File: config.mk
export PLATFORM = sky130hd
export DESIGN_NAME = irq_pacer
export DESIGN_NICKNAME = d
export VERILOG_FILES = /design/src/rtl/irq_pacer.sv
export SDC_FILE = /design/constraint.sdc
export NUM_CORES = 1
export LEC_CHECK = 0
export ABC_CLOCK_PERIOD_IN_PS = 8100
export BUFFER_PORTS_ARGS = -buffer_cell sky130_fd_sc_hd__buf_2
export CORE_MARGIN = 8
export CORE_UTILIZATION = 40
export DETAILED_ROUTE_END_ITERATION = 6
export PLACE_DENSITY = 0.67
export SLEW_MARGIN = 20
export SYNTH_ARGS = -nofsm -noshare
export SYNTH_HDL_FRONTEND = slang
export SYNTH_SLANG_ARGS = --single-unit
File: constraint.sdc
create_clock -name clk -period 8.1 [get_ports clk]
set_clock_uncertainty 0.1 [all_clocks]
set_input_delay 0.81 -clock clk [delete_from_list [all_inputs] [get_ports clk]]
set_output_delay 0.81 -clock clk [all_outputs]
set_load 0.01 [all_outputs]
File: src/rtl/irq_pacer.sv
module irq_pacer #(
  parameter int NCH     = 40,
  parameter int NPACE   = 4,
  parameter int SEL_W   = 6,
  parameter int MAX_W   = 6,
  parameter int PRE_W   = 16,
  parameter int PRE_RST = 499,
  parameter int DATA_W  = 32
) (
  input  logic              clk,
  input  logic              rst_n,
  input  logic              wr_en,
  input  logic [1:0]        wr_addr,
  input  logic [DATA_W-1:0] wr_data,
  input  logic [NCH-1:0]    irq_in,
  output logic [NCH-1:0]    irq_out
);
  localparam int FLD    = 8;
  localparam int EN_BIT = FLD - 1;

  logic [PRE_W-1:0] pre, pc;
  logic             tick;
  logic [NCH-1:0]   in_q, rise;
  logic [SEL_W-1:0] map_r [NPACE];
  logic [MAX_W-1:0] max_r [NPACE];
  logic [MAX_W-1:0] cnt   [NPACE];
  logic [NPACE-1:0] en_r, act, own, ev, map_chg, pend, pulse;

  assign tick = (pc == pre);
  assign rise = irq_in & ~in_q;

  always_ff @(posedge clk or negedge rst_n) begin
    if (!rst_n) begin
      pre  <= PRE_W'(PRE_RST);
      pc   <= '0;
      in_q <= '0;
    end else begin
      in_q <= irq_in;
      if (wr_en && wr_addr == 2'd0) begin
        pre <= wr_data[PRE_W-1:0];
        pc  <= '0;
      end else if (tick) pc <= '0;
      else pc <= pc + 1'b1;
    end
  end

  always_ff @(posedge clk or negedge rst_n) begin
    if (!rst_n) begin
      for (int p = 0; p < NPACE; p++) begin
        map_r[p] <= '0;
        max_r[p] <= '0;
      end
      en_r <= '0;
    end else if (wr_en) begin
      for (int p = 0; p < NPACE; p++) begin
        if (wr_addr == 2'd1) map_r[p] <= wr_data[p*FLD +: SEL_W];
        if (wr_addr == 2'd2) begin
          max_r[p] <= wr_data[p*FLD +: MAX_W];
          en_r[p]  <= wr_data[p*FLD + EN_BIT];
        end
      end
    end
  end

  always_comb begin
    for (int p = 0; p < NPACE; p++) begin
      act[p] = en_r[p] && (max_r[p] >= MAX_W'(2)) && (int'(map_r[p]) < NCH);
      map_chg[p] = wr_en && (wr_addr == 2'd1) && (wr_data[p*FLD +: SEL_W] != map_r[p]);
    end
    for (int p = 0; p < NPACE; p++) begin
      own[p] = act[p];
      ev[p]  = 1'b0;
      for (int q = 0; q < NPACE; q++)
        if (q < p && act[q] && map_r[q] == map_r[p]) own[p] = 1'b0;
      for (int c = 0; c < NCH; c++)
        if (int'(map_r[p]) == c) ev[p] = own[p] && rise[c];
    end
  end

  always_comb begin
    irq_out = irq_in;
    for (int p = 0; p < NPACE; p++)
      for (int c = 0; c < NCH; c++)
        if (own[p] && int'(map_r[p]) == c) irq_out[c] = pulse[p];
  end

  always_ff @(posedge clk or negedge rst_n) begin
    if (!rst_n) begin
      for (int p = 0; p < NPACE; p++) cnt[p] <= '0;
      pend  <= '0;
      pulse <= '0;
    end else begin
      for (int p = 0; p < NPACE; p++) begin
        if (map_chg[p] || !own[p]) begin
          cnt[p]   <= '0;
          pend[p]  <= 1'b0;
          pulse[p] <= 1'b0;
        end else if (tick) begin
          if (pend[p]) begin
            pulse[p] <= 1'b1;
            cnt[p]   <= MAX_W'(1);
            pend[p]  <= ev[p];
          end else begin
            pulse[p] <= ev[p];
            cnt[p]   <= ev[p] ? MAX_W'(1) : '0;
          end
        end else if (ev[p]) begin
          if (cnt[p] < max_r[p]) begin
            pulse[p] <= 1'b1;
            cnt[p]   <= cnt[p] + 1'b1;
          end else begin
            pulse[p] <= 1'b0;
            pend[p]  <= 1'b1;
          end
        end else begin
          pulse[p] <= 1'b0;
        end
      end
    end
  end

  a_r2_tick_spacing: assert property (@(posedge clk) disable iff (!rst_n)
    (tick && pre != '0 && !(wr_en && wr_addr == 2'd0)) |=> !tick);

  a_r1_idle_passthru: assert property (@(posedge clk) disable iff (!rst_n)
    (own == '0) |-> (irq_out == irq_in));

  for (genvar g = 0; g < NPACE; g++) begin : g_chk
    a_r4_over_limit_held: assert property (@(posedge clk) disable iff (!rst_n)
      (own[g] && !tick && !map_chg[g] && ev[g] && cnt[g] >= max_r[g]) |=> (pend[g] && !pulse[g]));
    a_r4_tick_restarts: assert property (@(posedge clk) disable iff (!rst_n)
      (tick && own[g] && !map_chg[g]) |=> (cnt[g] <= MAX_W'(1)));
    a_r7_idle_cleared: assert property (@(posedge clk) disable iff (!rst_n)
      (!own[g] || map_chg[g]) |=> (cnt[g] == '0 && !pend[g] && !pulse[g]));
    a_r3_pulse_needs_event: assert property (@(posedge clk) disable iff (!rst_n)
      (own[g] && !tick && !ev[g]) |=> !pulse[g]);
  end
endmodule

==> out/qor.yml, run 1 <==
status: "complete, no violations"
grt_pass1_wl_microns: 64300
path_clk_slew_ns: 0.08
vias_per_cell: 6.26
synth_cell_types: 85
grt_pass1_vias: 11100
grt_overflow: 0
antenna_left: 0
die_width_microns: 190
initial_utilization_pct: 40.7
critical-path-top-delay-family: "simple AND/OR/NAND/NOR gates"
cts_setup_buffers: 0
cts_hold_buf: 0
detail_route.drc_violations: 0
place_ws_ns: 3.59
reg2reg_depth: 8
yosys-top-cells-area: "dfrtp_1, mux2_2, mux2i_1"
powerDensity_nw_per_um2: 200
synth_warnings: 0
clockRootBuffer: "clkbuf_16"
synthCells: 1379
max_slew.worst_pin.slew_ns: 1.08
fp.dieArea_sq_um: 36100
yosysSeqAreaShare_pct: 32.3
grt_max_degree: 98
io_buffer_count: 114
gp_congestion: 0.983
hold_viol_final: 0
fp.dieH_microns: 190
antenna_found_initial: 2
cp_slowest_cell: "nor4_1"
layout-drive-gt1-share_pct: 20.5
min_path_type: "input port to async pin"
ctsLongestPathBuffers: 2
worstSetupEndpointType: "output pin"
finalWorstSetupSlack_ns: 3.08
worst-setup-path-type: "flip-flop to output pin"
final_common_cell: "dfrtp_1"
dr.pass1.iters: 6
fin_nets: 1521
htree_levels: 4
setup_viol: 0
r2r_start: "map_r[18]"
critPathMaxFanout: 20
cts_tree: "yes"
slowest_delay_ns: 0.89
r2r_setup_slack_ns: 4.26
syn_area_sq_um: 12100
p_leak_nw: 5.29
drt-initial-drc-count: 1428
hpwl_microns: 30100
synth_seq_cells: 156
cts_made_buffers: 17
ioPinCount: 117
wl_microns: 41300
cp-start-kind: "flip-flop"
synth_top_cell_area_share_pct: 30.8
finalCritPeriodShare_pct: 61.9
core_area_sq_um: 29700
fill_cells: 2883
synth-main-ff-cell: "dfrtp_1"
ys_async_sr_fraction_pct: 100
fmax_ghz: 0.199
syn-num-nets: 1481
num_vias: 11400
critPathArrivalTime_ns: 4.11
path_buf_inv: 1
slew_violations: 0
max-vdd-ir-drop_mv: 0.160
reg2reg_to: "cnt[18]"
synth.avg_cell_area_sq_um: 8.78
tns_ns: 0
period_needed_ns: 5.02
area_growth_pct: 11.6
clkLatencyLatePin_ns: 0.45
wl_per_cell_microns: 22.6
final_cell_mix: "dfrtp_1, buf_2, nor2_1"
relSlewSlack_pct: 27.8
drv_cap: 0
path_cells: "o21ai_0, o211ai_1, nor4_1, or3_1, nor2_1, a221oi_1, o22a_1, buf_2"
rows: 63
grtUsageTotal_pct: 22.5
cts-resized-gates: 0
rsz0062_at_grt: "no"
synth_edf_count: 0
yosys.area.top_type: "dfrtp_1"
required_ns: 7.19
cts.sinks: 156
[per-layer routing]
layer	vias up	part of all wire, %	track usage, %
met5	-	0	0
li1	5159	-	-
met4	0	2.9	8.42
met1	5555	42	29.6
met3	101	9.1	4.82
met2	602	46	35.7
[synthesized netlist by cell type (all sizes together), types with 4 or more instances]
cell and number:
dfrtp 149, nor2 109, mux2 81, o21ai 77, clkbuf 76, nand2 74, nand2b 63, xnor2 54
inv 49, mux2i 49, o22ai 45, xor2 45, nor3 42, a21oi 40, buf 35, nand3 33
o211ai 30, or3 27, ha 25, nor4 24, a31oi 18, nand4 18, o21a 14, o22a 14
o31ai 12, or4 11, nor2b 10, o32a 10, or2 10, nand4bb 9, or4b 9, a21o 8
nand3b 8, nand4b 8, dfstp 7, or4bb 5, a32oi 4, nor4b 4, nor4bb 4, o21bai 4
o311ai 4, o31a 4, o41ai 4
[registers in the layout, indices dropped and copies added, names as in the netlist]
register / flops
cnt: 24
en_r: 4
in_q: 40
map_r: 24
pre: 16
pc: 16
max_r: 24
pend: 4
pulse: 4
[worst max-delay path by stage]
| stage | endpoint | cells after the start | startpoint |
|---|---|---|---|
| 6_report | irq_out[29] | 8 | map_r[15] |
| 5_1_grt | irq_out[29] | 8 | map_r[21] |
| 4_1_cts | irq_out[27] | 9 | max_r[21] |
| 3_5_place_dp | irq_out[27] | 9 | max_r[21] |
| 3_3_place_gp | irq_out[27] | 9 | max_r[21] |
| 2_1_floorplan | irq_out[11] | 9 | max_r[21] |
[worst reg2reg max path, stage by stage (launching register included)]
cell	delay (ns)
dfrtp_1	0.93
nand4bb_1	0.52
o22ai_1	0.15
or2_2	0.34
o41ai_1	0.45
nand3b_1	0.21
o2bb2ai_1	0.65
xor2_1	0.15
a221oi_1	0.26
[kinds of logic after synthesis]
kind of cell / count (synthesis) / share of synthesized area, %
buffers and inverters: 160 / 5.23
AO/OA/AOI/OAI: 322 / 18.1
multiplexers: 132 / 12.0
XOR/XNOR: 99 / 7.16
adder cells (fa/ha/maj): 25 / 2.58
AND/OR/NAND/NOR: 485 / 22.6
flip-flops: 156 / 32.3
[cell type report]
cell class	count	area [sq um]	share of cell area (%)
Multi-Input combinational cell	1063	7610	56.3
Sequential cell	156	3910	29.0
Timing Repair Buffer	132	712	5.27
Tap cell	390	488	3.61
Clock buffer	17	425	3.15
Inverter	49	184	1.36
Clock inverter	15	171	1.27
Antenna cell	2	5.00	0.0370
[power by group]
part | switching [mW] | internal, mW
clock | 0.403 | 0.414
combinational | 0.486 | 0.339
sequential | 0.194 | 0.868
[metrics by stage]
step	hold slack (ns)	total power [mW]	area (sq um)	instances	utilization, %
floorplan	0.380	1.60	12100	1379	-
global placement	0.394	1.85	12900	1790	43.4
detailed placement	0.404	1.88	12900	1790	43.4
CTS	0.382	2.69	13500	1822	45.4
global route	0.387	2.82	13500	1823	45.5
finish	0.341	2.70	13500	1824	45.5
No activity file was read; power rests on OpenSTA's default activity.
==> run 2: changes to the inputs <==
--- a/config.mk
+++ b/config.mk
@@ -5,12 +5,12 @@
 export SDC_FILE = /design/constraint.sdc
 export NUM_CORES = 1
 export LEC_CHECK = 0
-export ABC_CLOCK_PERIOD_IN_PS = 8100
+export ABC_CLOCK_PERIOD_IN_PS = 4000
 export BUFFER_PORTS_ARGS = -buffer_cell sky130_fd_sc_hd__buf_2
 export CORE_MARGIN = 8
 export CORE_UTILIZATION = 40
 export DETAILED_ROUTE_END_ITERATION = 6
-export PLACE_DENSITY = 0.67
+export PLACE_DENSITY = 0.69
 export SLEW_MARGIN = 20
 export SYNTH_ARGS = -nofsm -noshare
 export SYNTH_HDL_FRONTEND = slang
==> constraint.sdc (replaced) <==
create_clock -name clk -period 4 [get_ports clk]
set_clock_uncertainty 0.1 [all_clocks]
set_input_delay 0.4 -clock clk [delete_from_list [all_inputs] [get_ports clk]]
set_output_delay 0.4 -clock clk [all_outputs]
set_load 0.01 [all_outputs]
==> run 2 against run 1 <==
The run now ends with hold timing left. Global-route usage up 0.40 points. Flip-flop and latch count unchanged. First-iteration DRC count shrank 16%. Largest power group unchanged. Sequential share of layout area fell by 0.96 points. Combinational power rose by 130%. Worst setup slack worse by 3.0 ns. Largest cell class unchanged. Register-to-register slack got worse by 3.8 ns. Core utilization increased by 1.6 points.
==> out/qor.yml, run 2 (synthesis gave the netlist of run 1 again) <==
status: "finished with violations"
violations: "hold timing"
finalCritPeriodShare_pct: 97.8
period_needed_ns: 3.91
hpwl_microns: 31300
fp.dieH_microns: 190
path_clk_slew_ns: 0.07
fmax_ghz: 0.256
hold_slack_ns: -0.00699
grt_pass1_wl_microns: 65400
max-vdd-ir-drop_mv: 0.318
cts.sinks: 156
p_int_mw: 3.44
dr.pass1.iters: 5
clkLatencyLatePin_ns: 0.44
p_leak_nw: 5.54
max_slew.worst_pin.slew_ns: 0.938
num_vias: 11600
required_ns: 3.50
fin_area_sq_um: 14000
cp-start-kind: "flip-flop"
pwr-share-comb_pct: 33.8
swShare_pct: 39.2
finalWorstSetupSlack_ns: 0.0866
vias_per_cell: 6.17
cts_tree: "yes"
rsz0062_at_grt: "no"
rows: 63
wl_microns: 42000
critPathArrivalTime_ns: 3.41
hold_viol_final: 6
fp.dieArea_sq_um: 36100
io_buffer_count: 114
drt-initial-drc-count: 1200
antenna_found_initial: 1
grt_pass1_vias: 11100
worstSetupEndpointType: "output pin"
powerDensity_nw_per_um2: 405
grt_overflow: 0
clkPwrFrac_pct: 30.2
initial_utilization_pct: 40.7
largest-register: "in_q"
tns_ns: 0
final_cell_mix: "dfrtp_1, buf_2, nor2_1"
drv_cap: 0
layout-drive-gt1-share_pct: 22.6
switchingPower_mw: 2.22
htree_levels: 4
placed_area_sq_um: 13200
area_growth_pct: 15.4
ctsLongestPathBuffers: 2
grtUsageTotal_pct: 22.9
largest_reg_flops: 40
critPathMaxFanout: 6
cts_made_buffers: 17
place_ws_ns: 0.303
slew_violations: 0
antenna_left: 0
gp_congestion: 0.986
grt_max_degree: 101
relSlewSlack_pct: 36.8
wl_per_cell_microns: 22.4
p_seq_share_pct: 36.0
die_width_microns: 190
min_path_type: "input port to async pin"
fin_nets: 1572
ioPinCount: 117
clockRootBuffer: "clkbuf_16"
final_common_cell: "dfrtp_1"
worst-setup-path-type: "flip-flop to output pin"
detail_route.drc_violations: 0
setup_viol: 0
final_core_util_pct: 47.0
core_area_sq_um: 29700
-- run 2: cell types whose count changed in the layout (fill, tap and decap cells not counted), sizes merged --
| cell | before | now |
|---|---|---|
| buf | 132 | 169 |
| bufinv | 0 | 1 |
| inv | 55 | 56 |
| diode | 2 | 1 |
| clkinvlp | 2 | 1 |
| clkbuf | 17 | 18 |
| clkinv | 7 | 5 |
| dlygate4sd3 | 0 | 14 |
-- run 2: what timing repair did --
item,in CTS,in global routing
endpoints found under the hold margin,14,0
cloned,0,0
setup endpoints to repair,19,22
resized for setup,3,6
hold buffers,14,0
setup buffers,2,1
pin swaps,1,2
-- run 2: critical path: stages, from the launching register on --
cell and delay (ns):
dfrtp_1 0.41, or4_1 0.58, o211a_4 0.29, a31o_2 0.22, or3_4 0.40, or3_4 0.40, nor3_1 0.32, a211o_1 0.15
nand2_1 0.07, buf_2 0.15
-- run 2: path summary, 6_finish.rpt --
check                      startpoint           to  slack [ns]  depth (start not counted)
setup reg to reg             map_r[1]       cnt[2]        0.51                          9
min in group clk            irq_in[7]      in_q[7]        0.01                          1
setup / recovery            max_r[10]  irq_out[12]        0.09                          9
max in group asynchronous       rst_n      in_q[8]        2.93                          2
hold reg to reg             max_r[12]    max_r[12]        0.42                          1
hold / removal                  rst_n       cnt[4]      -0.007                          1
-- run 2: routing by layer --
layer  wire (microns)  vias up  share of wire, %  GRT usage, %
li1                 -     5248                 -             -
met1            17700     5639                42          30.5
met2            19300      574                46          36.4
met3             3660      110               8.7          4.34
met4             1410        0               3.4          8.27
met5                0        -                 0             0
-- run 2: area by class of cell --
cell class / count / area, sq um
flip-flops and latches: 156 / 3910
multi-input cells: 1063 / 7640
clock buffers: 18 / 429
fillers: 2854 / 15700
repair buffers: 183 / 1140
well taps: 390 / 488
inverters: 49 / 184
diodes: 1 / 2.50
clock inverters: 14 / 173
-- run 2: through the flow --
stage | std cells | power (mW) | hold slack (ns)
final | 1874 | 5.66 | -0.00699
after global routing | 1874 | 5.91 | 0.00550
after CTS | 1872 | 5.62 | 0.00110
after detailed placement | 1824 | 3.88 | 0.397
after global placement | 1824 | 3.83 | 0.392
after floorplan | 1379 | 3.23 | 0.00441
-- run 2: power by group through the flow --
stage | sequential [mW] | clock, mW | combinational (mW)
final | 2.04 | 1.71 | 1.91
after global placement | 2.04 | 0 | 1.78
after floorplan | 1.89 | 0 | 1.35
after global routing | 2.06 | 1.79 | 2.06
after CTS | 2.03 | 1.73 | 1.86
after detailed placement | 2.05 | 0 | 1.82
